===== src/rtl/rxring_pkg.sv =====
package rxring_pkg;

  typedef enum logic [2:0] {
    ST_IDLE,
    ST_DATA,
    ST_SKIP,
    ST_HDR,
    ST_COMMIT
  } rxState_e;

  // strobes from control to datapath, one cycle each
  typedef struct packed {
    logic       loadCur;
    logic       startFrame;
    logic       dataWr;
    logic       hdrWr;
    logic [1:0] hdrSel;
    logic       commit;
    logic       ovw;
    logic       missed;
  } ringStrobe_t;

endpackage


===== src/rtl/rxring_ctrl.sv =====
module rxring_ctrl
  import rxring_pkg::*;
(
  input  logic        clk,
  input  logic        rstN,
  input  logic        rxValid,
  input  logic        rxLast,
  input  logic        monitorMode,
  input  logic        curLoad,
  input  logic        curAtBnd,
  input  logic        enterBnd,
  output ringStrobe_t strobe
);

  rxState_e state, nextState;
  logic [1:0] hdrCnt;

  always_comb begin
    strobe    = '0;
    nextState = state;
    case (state)
      ST_IDLE: begin
        strobe.loadCur = curLoad && !rxValid;
        if (rxValid) begin
          if (monitorMode) begin
            strobe.missed = 1'b1;
            nextState     = rxLast ? ST_IDLE : ST_SKIP;
          end else if (curAtBnd) begin
            strobe.ovw = 1'b1;
            nextState  = rxLast ? ST_IDLE : ST_SKIP;
          end else begin
            strobe.startFrame = 1'b1;
            nextState         = rxLast ? ST_HDR : ST_DATA;
          end
        end
      end
      ST_DATA: begin
        if (rxValid) begin
          if (enterBnd) begin
            strobe.ovw = 1'b1;
            nextState  = rxLast ? ST_IDLE : ST_SKIP;
          end else begin
            strobe.dataWr = 1'b1;
            nextState     = rxLast ? ST_HDR : ST_DATA;
          end
        end
      end
      ST_SKIP: begin
        if (rxValid && rxLast) nextState = ST_IDLE;
      end
      ST_HDR: begin
        strobe.hdrWr  = 1'b1;
        strobe.hdrSel = hdrCnt;
        if (hdrCnt == 2'd3) nextState = ST_COMMIT;
      end
      ST_COMMIT: begin
        strobe.commit = 1'b1;
        nextState     = ST_IDLE;
      end
      default: nextState = ST_IDLE;
    endcase
  end

  always_ff @(posedge clk) begin
    if (!rstN) begin
      state  <= ST_IDLE;
      hdrCnt <= 2'd0;
    end else begin
      state  <= nextState;
      hdrCnt <= (state == ST_HDR) ? hdrCnt + 2'd1 : 2'd0;
    end
  end

endmodule


===== src/rtl/rxring_dp.sv =====
module rxring_dp
  import rxring_pkg::*;
#(
  parameter int PAGE_W     = 8,
  parameter int PAGE_BYTES = 256,
  parameter int HDR_BYTES  = 4
) (
  input  logic                  clk,
  input  logic                  rstN,
  input  ringStrobe_t           strobe,
  input  logic [PAGE_W-1:0]     ringStart,
  input  logic [PAGE_W-1:0]     ringStop,
  input  logic [PAGE_W-1:0]     boundary,
  input  logic [PAGE_W-1:0]     curLoadVal,
  input  logic [7:0]            rxData,
  input  logic                  rxLast,
  input  logic                  rxCrcErr,
  input  logic                  rxAlignErr,
  input  logic                  rxMcast,
  output logic                  curAtBnd,
  output logic                  enterBnd,
  output logic                  memWe,
  output logic [PAGE_W+$clog2(PAGE_BYTES)-1:0] memAddr,
  output logic [7:0]            memData,
  output logic [PAGE_W-1:0]     curPage,
  output logic                  ovwPulse,
  output logic                  missedPulse
);

  localparam int OFF_W = $clog2(PAGE_BYTES);
  localparam int LEN_W = 16;
  localparam logic [OFF_W-1:0] FIRST_OFF = OFF_W'(HDR_BYTES);

  logic [PAGE_W-1:0] wrPage;
  logic [OFF_W-1:0]  wrOff;
  logic [LEN_W-1:0]  lenCnt;
  logic              stCrc, stAlign, stMcast;
  logic [PAGE_W-1:0] nextPage;
  logic [7:0]        hdrByte;
  logic [7:0]        statusByte;

  function automatic logic [PAGE_W-1:0] stepPage(
    input logic [PAGE_W-1:0] p,
    input logic [PAGE_W-1:0] first,
    input logic [PAGE_W-1:0] limit
  );
    logic [PAGE_W-1:0] inc;
    inc = p + 1'b1;
    return (inc == limit) ? first : inc;
  endfunction

  assign curAtBnd = (curPage == boundary);
  assign enterBnd = (wrOff == '0) && (wrPage == boundary);
  // wrPage/wrOff address the byte to be written next
  assign nextPage = (wrOff == '0) ? wrPage : stepPage(wrPage, ringStart, ringStop);

  assign statusByte = {2'b00, stMcast, 2'b00, stAlign, stCrc, ~(stCrc | stAlign)};

  always_comb begin
    case (strobe.hdrSel)
      2'd0:    hdrByte = statusByte;
      2'd1:    hdrByte = 8'(nextPage);
      2'd2:    hdrByte = lenCnt[7:0];
      default: hdrByte = lenCnt[15:8];
    endcase
  end

  always_ff @(posedge clk) begin
    if (!rstN) begin
      curPage     <= '0;
      wrPage      <= '0;
      wrOff       <= '0;
      lenCnt      <= '0;
      stCrc       <= 1'b0;
      stAlign     <= 1'b0;
      stMcast     <= 1'b0;
      memWe       <= 1'b0;
      memAddr     <= '0;
      memData     <= '0;
      ovwPulse    <= 1'b0;
      missedPulse <= 1'b0;
    end else begin
      memWe       <= 1'b0;
      ovwPulse    <= strobe.ovw;
      missedPulse <= strobe.missed;
      if (strobe.loadCur) curPage <= curLoadVal;
      if (strobe.commit)  curPage <= nextPage;
      if ((strobe.startFrame || strobe.dataWr) && rxLast) begin
        stCrc   <= rxCrcErr;
        stAlign <= rxAlignErr;
        stMcast <= rxMcast;
      end
      if (strobe.startFrame) begin
        memWe   <= 1'b1;
        memAddr <= {curPage, FIRST_OFF};
        memData <= rxData;
        wrPage  <= curPage;
        wrOff   <= FIRST_OFF + 1'b1;
        lenCnt  <= LEN_W'(1);
      end
      if (strobe.dataWr) begin
        memWe   <= 1'b1;
        memAddr <= {wrPage, wrOff};
        memData <= rxData;
        wrOff   <= wrOff + 1'b1;
        lenCnt  <= lenCnt + 1'b1;
        if (wrOff == '1) wrPage <= stepPage(wrPage, ringStart, ringStop);
      end
      if (strobe.hdrWr) begin
        memWe   <= 1'b1;
        memAddr <= {curPage, OFF_W'(strobe.hdrSel)};
        memData <= hdrByte;
      end
    end
  end

endmodule


===== src/rtl/rxring_writer.sv =====
module rxring_writer
  import rxring_pkg::*;
#(
  parameter int PAGE_W     = 8,
  parameter int PAGE_BYTES = 256,
  parameter int HDR_BYTES  = 4
) (
  input  logic              clk,
  input  logic              rstN,
  input  logic [PAGE_W-1:0] ringStart,
  input  logic [PAGE_W-1:0] ringStop,
  input  logic [PAGE_W-1:0] boundary,
  input  logic              monitorMode,
  input  logic              curLoad,
  input  logic [PAGE_W-1:0] curLoadVal,
  input  logic              rxValid,
  input  logic [7:0]        rxData,
  input  logic              rxLast,
  input  logic              rxCrcErr,
  input  logic              rxAlignErr,
  input  logic              rxMcast,
  output logic              memWe,
  output logic [PAGE_W+$clog2(PAGE_BYTES)-1:0] memAddr,
  output logic [7:0]        memData,
  output logic [PAGE_W-1:0] curPage,
  output logic              ovwPulse,
  output logic              missedPulse
);

  ringStrobe_t strobe;
  logic curAtBnd, enterBnd;

  rxring_ctrl ctrl_i (
    .clk         (clk),
    .rstN        (rstN),
    .rxValid     (rxValid),
    .rxLast      (rxLast),
    .monitorMode (monitorMode),
    .curLoad     (curLoad),
    .curAtBnd    (curAtBnd),
    .enterBnd    (enterBnd),
    .strobe      (strobe)
  );

  rxring_dp #(
    .PAGE_W     (PAGE_W),
    .PAGE_BYTES (PAGE_BYTES),
    .HDR_BYTES  (HDR_BYTES)
  ) dp_i (
    .clk         (clk),
    .rstN        (rstN),
    .strobe      (strobe),
    .ringStart   (ringStart),
    .ringStop    (ringStop),
    .boundary    (boundary),
    .curLoadVal  (curLoadVal),
    .rxData      (rxData),
    .rxLast      (rxLast),
    .rxCrcErr    (rxCrcErr),
    .rxAlignErr  (rxAlignErr),
    .rxMcast     (rxMcast),
    .curAtBnd    (curAtBnd),
    .enterBnd    (enterBnd),
    .memWe       (memWe),
    .memAddr     (memAddr),
    .memData     (memData),
    .curPage     (curPage),
    .ovwPulse    (ovwPulse),
    .missedPulse (missedPulse)
  );

endmodule


===== config.mk =====
export PLATFORM = sky130hd
export DESIGN_NAME = rxring_writer
export DESIGN_NICKNAME = d
export VERILOG_FILES = /design/src/rtl/rxring_pkg.sv /design/src/rtl/rxring_ctrl.sv /design/src/rtl/rxring_dp.sv /design/src/rtl/rxring_writer.sv
export SDC_FILE = /design/constraint.sdc
export NUM_CORES = 1
export LEC_CHECK = 0
export BUFFER_PORTS_ARGS = -buffer_cell sky130_fd_sc_hd__clkbuf_2
export CAP_MARGIN = 30
export CORE_MARGIN = 1.5
export CORE_UTILIZATION = 35
export CTS_BUF_LIST = sky130_fd_sc_hd__clkbuf_8 sky130_fd_sc_hd__clkbuf_16
export DETAILED_ROUTE_END_ITERATION = 16
export REMOVE_ABC_BUFFERS = 1
export SKIP_CTS_REPAIR_TIMING = 1
export SLEW_MARGIN = 10
export SYNTH_ARGS = -nofsm -noshare
export SYNTH_HDL_FRONTEND = slang
export SYNTH_SLANG_ARGS = --single-unit

===== constraint.sdc =====
create_clock -name clk -period 7.3 [get_ports clk]
set_input_delay 0.365 -clock clk [delete_from_list [all_inputs] [get_ports clk]]
set_output_delay 0.365 -clock clk [all_outputs]
set_load 0.1 [all_outputs]

==> results.py <==
metrics = {
    "power": {
        "p_leak_nw": 2.27,
        "power.total_mw": 1.27,
        "ir_drop_mv": 0.141,
        "power.density_nw_per_um2": 226,
    },
    "die": {
        "initial_core_util": 0.359,
        "die_y_um": 120,
        "ios": 84,
        "die_w_um": 120,
        "rows": 42,
        "core_sq_um": 13200,
        "die-area_sq_um": 14300,
    },
    "outcome": {
        "status": "finished, final reports clean",
    },
    "critical_path": {
        "crit_type": "flip-flop to flip-flop",
        "critPathTopFamily": "simple AND/OR/NAND/NOR gates",
        "cp_max_fo": 12,
        "crit_arrival_ps": 3880,
        "crit_path_cell_trace": "ha_1 -> xor3_1 -> nor3_1 -> and3_1 -> a32oi_1 -> nor4bb_1 -> o221ai_1",
        "reg2reg_from": "dp_i.wrPage[0]$_SDFF_PN0_",
        "start_kind": "flip-flop",
        "cp.required_ps": 7490,
        "critPathBufInv": 0,
        "critPathMaxStageDelay_ps": 790,
        "timing.rr.end": "dp_i.memData[4]$_SDFFE_PN0P_",
        "end_kind": "flip-flop",
        "r2r.worst_path.cells": 7,
        "startpoint": "dp_i.wrPage[0]$_SDFF_PN0_",
        "r2r_slack_ps": 3610,
        "slowest_stage": "nor4bb_1",
    },
    "detailed_routing": {
        "routed-via-count": 4785,
        "viasPerCell": 5.82,
        "drt-total-wl_um": 15600,
        "postRouteAntennaNets": 0,
        "drcViolationCount": 0,
        "first_pass_iters": 5,
        "drt_iter0_markers": 434,
        "wl_per_cell_um": 19.0,
    },
    "placed_design": {
        "io_buffer_count": 83,
        "gp_congestion": 0.866,
        "hpwl_um": 11400,
        "post_dp_cell_area_sq_um": 5240,
    },
    "timing": {
        "tns_ps": 0,
        "setup_viol": 0,
        "clock_skew_ps": 4.64,
        "maxSlewViolCount": 0,
        "slew_headroom": 0.405,
        "period_needed_ps": 3690,
        "fmax_mhz": 271,
        "rsz0062_at_grt": "false",
        "worst_pin_slew_ps": 881,
        "period_share": 0.505,
        "finalHoldViolations": 0,
    },
    "global_routing": {
        "grt_pass1_wl_um": 24900,
        "grt_max_degree": 42,
        "grt_antenna_before_repair": 0,
        "grt_pass1_vias": 4650,
        "overflow": 0,
        "grt_use_total": 0.222,
    },
    "final_layout": {
        "drive_above_1_share": 0.198,
        "fillCellCount": 1354,
        "diodes": 0,
        "multi_input_area_sq_um": 3020,
        "mostFrequentLayoutCell": "clkbuf_2",
        "area_growth_pct": 17.8,
        "postLayoutCoreUtil": 0.424,
        "seq_area_sq_um": 1500,
        "design_area_sq_um": 5610,
        "mostFrequentLayoutCells": "clkbuf_2, dfxtp_1, nand2_1, nor2_1, a21oi_1",
        "final_nets": 695,
    },
    "min_path": {
        "hold_path.class": "primary input to flip-flop",
        "worstHoldStart": "monitorMode",
        "hold-path-cell-count": 3,
        "holdPathEnd": "dp_i.missedPulse$_SDFF_PN0_",
    },
    "clocking": {
        "cts_root_buf": "clkbuf_16",
        "insertion_delay_ps": 340,
        "clk_pin_slew_ps": 60,
        "htreeDepth": 3,
        "cts_max_path_buffers": 2,
        "cts_buffers": 9,
        "tritoncts": "yes",
        "clock-sinks": 75,
    },
    "yosys": {
        "synthCells": 587,
        "synth_edf_count": 0,
        "ys_warn_count": 0,
        "ys_ff_latch": 75,
        "async_reset_ff_frac": 0,
        "synthesis.area_sq_um": 4760,
        "synth_seq_area_share": 0.315,
        "synthFlopType": "dfxtp_1",
        "avgSynthCellArea_sq_um": 8.11,
        "ys_types": 77,
    },
    "flow_run": {
        "cap_violations": 0,
    },
}
-- synth_stat cells (all sizes together), types with 13 or more instances --
cell    count  area share
dfxtp      75        0.32
nand2      67       0.053
nor2       47       0.038
a21oi      44       0.046
nand3      31       0.036
buf        25       0.028
xnor2      25       0.046
o21ai      24       0.025
clkbuf     21       0.017
mux2i      21       0.044
a311oi     14       0.027
and3       13       0.017
-- cell type report --
cell class / instances / share of cell area
clock buffer: 9 / 0.0402
sequential: 75 / 0.268
clock inverter: 7 / 0.0250
inverter: 12 / 0.00803
timing repair buffer: 89 / 0.0821
multi-input combinational: 454 / 0.538
tap: 176 / 0.0393
-- power breakdown --
| part | switching, mW | internal [mW] | leakage (nW) |
|---|---|---|---|
| clock | 0.181 | 0.368 | 0.172 |
| sequential | 0.0198 | 0.428 | 0.609 |
| combinational | 0.203 | 0.0666 | 1.49 |
| total | 0.403 | 0.862 | 2.27 |
-- registers in the layout, indices dropped and copies added, names as in the netlist --
name	count
dp_i.stAlign	1
dp_i.missedPulse	1
dp_i.memData	8
dp_i.stMcast	1
dp_i.memAddr	16
dp_i.ovwPulse	1
dp_i.stCrc	1
dp_i.wrPage	8
dp_i.lenCnt	16
dp_i.memWe	1
ctrl_i.hdrCnt	2
dp_i.curPage	8
ctrl_i.state	3
dp_i.wrOff	8
-- metal layers --
layer	up-vias	share of wire	track usage
met2	214	0.45	0.349
met3	35	0.077	0.0613
met4	0	0.033	0.0930
li1	2280	-	-
met5	-	0	0
met1	2256	0.44	0.286
-- how the worst max path moves through the flow --
stage / cells past startpoint / slack [ps] / endpoint
4_1_cts: 7 / 3650 / dp_i.memData[4]$_SDFFE_PN0P_
3_5_place_dp: 7 / 3660 / dp_i.memData[4]$_SDFFE_PN0P_
2_1_floorplan: 8 / 2850 / dp_i.memData[6]$_SDFFE_PN0P_
6_report: 7 / 3610 / dp_i.memData[4]$_SDFFE_PN0P_
3_3_place_gp: 7 / 3730 / dp_i.memData[4]$_SDFFE_PN0P_
5_1_grt: 7 / 3480 / dp_i.memData[4]$_SDFFE_PN0P_
-- cells by family (layout without fill, tap and decap cells) --
| kind of cell | after synthesis | in the layout | synth area share |
|---|---|---|---|
| XOR/XNOR | 34 | 34 | 0.0705 |
| AO/OA/AOI/OAI | 156 | 156 | 0.229 |
| buffers and inverters | 58 | 117 | 0.0536 |
| AND/OR/NAND/NOR | 231 | 231 | 0.254 |
| adder cells (fa/ha/maj) | 5 | 5 | 0.0131 |
| flip-flops | 75 | 75 | 0.315 |
| multiplexers | 28 | 28 | 0.0639 |
-- worst register-to-register path: cells and delay by family (launching register included) --
kind | cells | cell delay, ps
flip-flops | 1 | 630
AO/OA/AOI/OAI | 2 | 370
adder cells (fa/ha/maj) | 1 | 460
AND/OR/NAND/NOR | 3 | 1700
XOR/XNOR | 1 | 390
-- stage by stage --
step | instances | setup slack (ps) | hold slack [ps]
2_1_floorplan | 541 | 2850 | 463
3_5_place_dp | 805 | 3660 | 466
6_report | 822 | 3610 | 249
5_1_grt | 822 | 3480 | 263
4_1_cts | 821 | 3650 | 244
3_3_place_gp | 805 | 3730 | 462
Note: power is estimated with default switching activity, not from simulation.
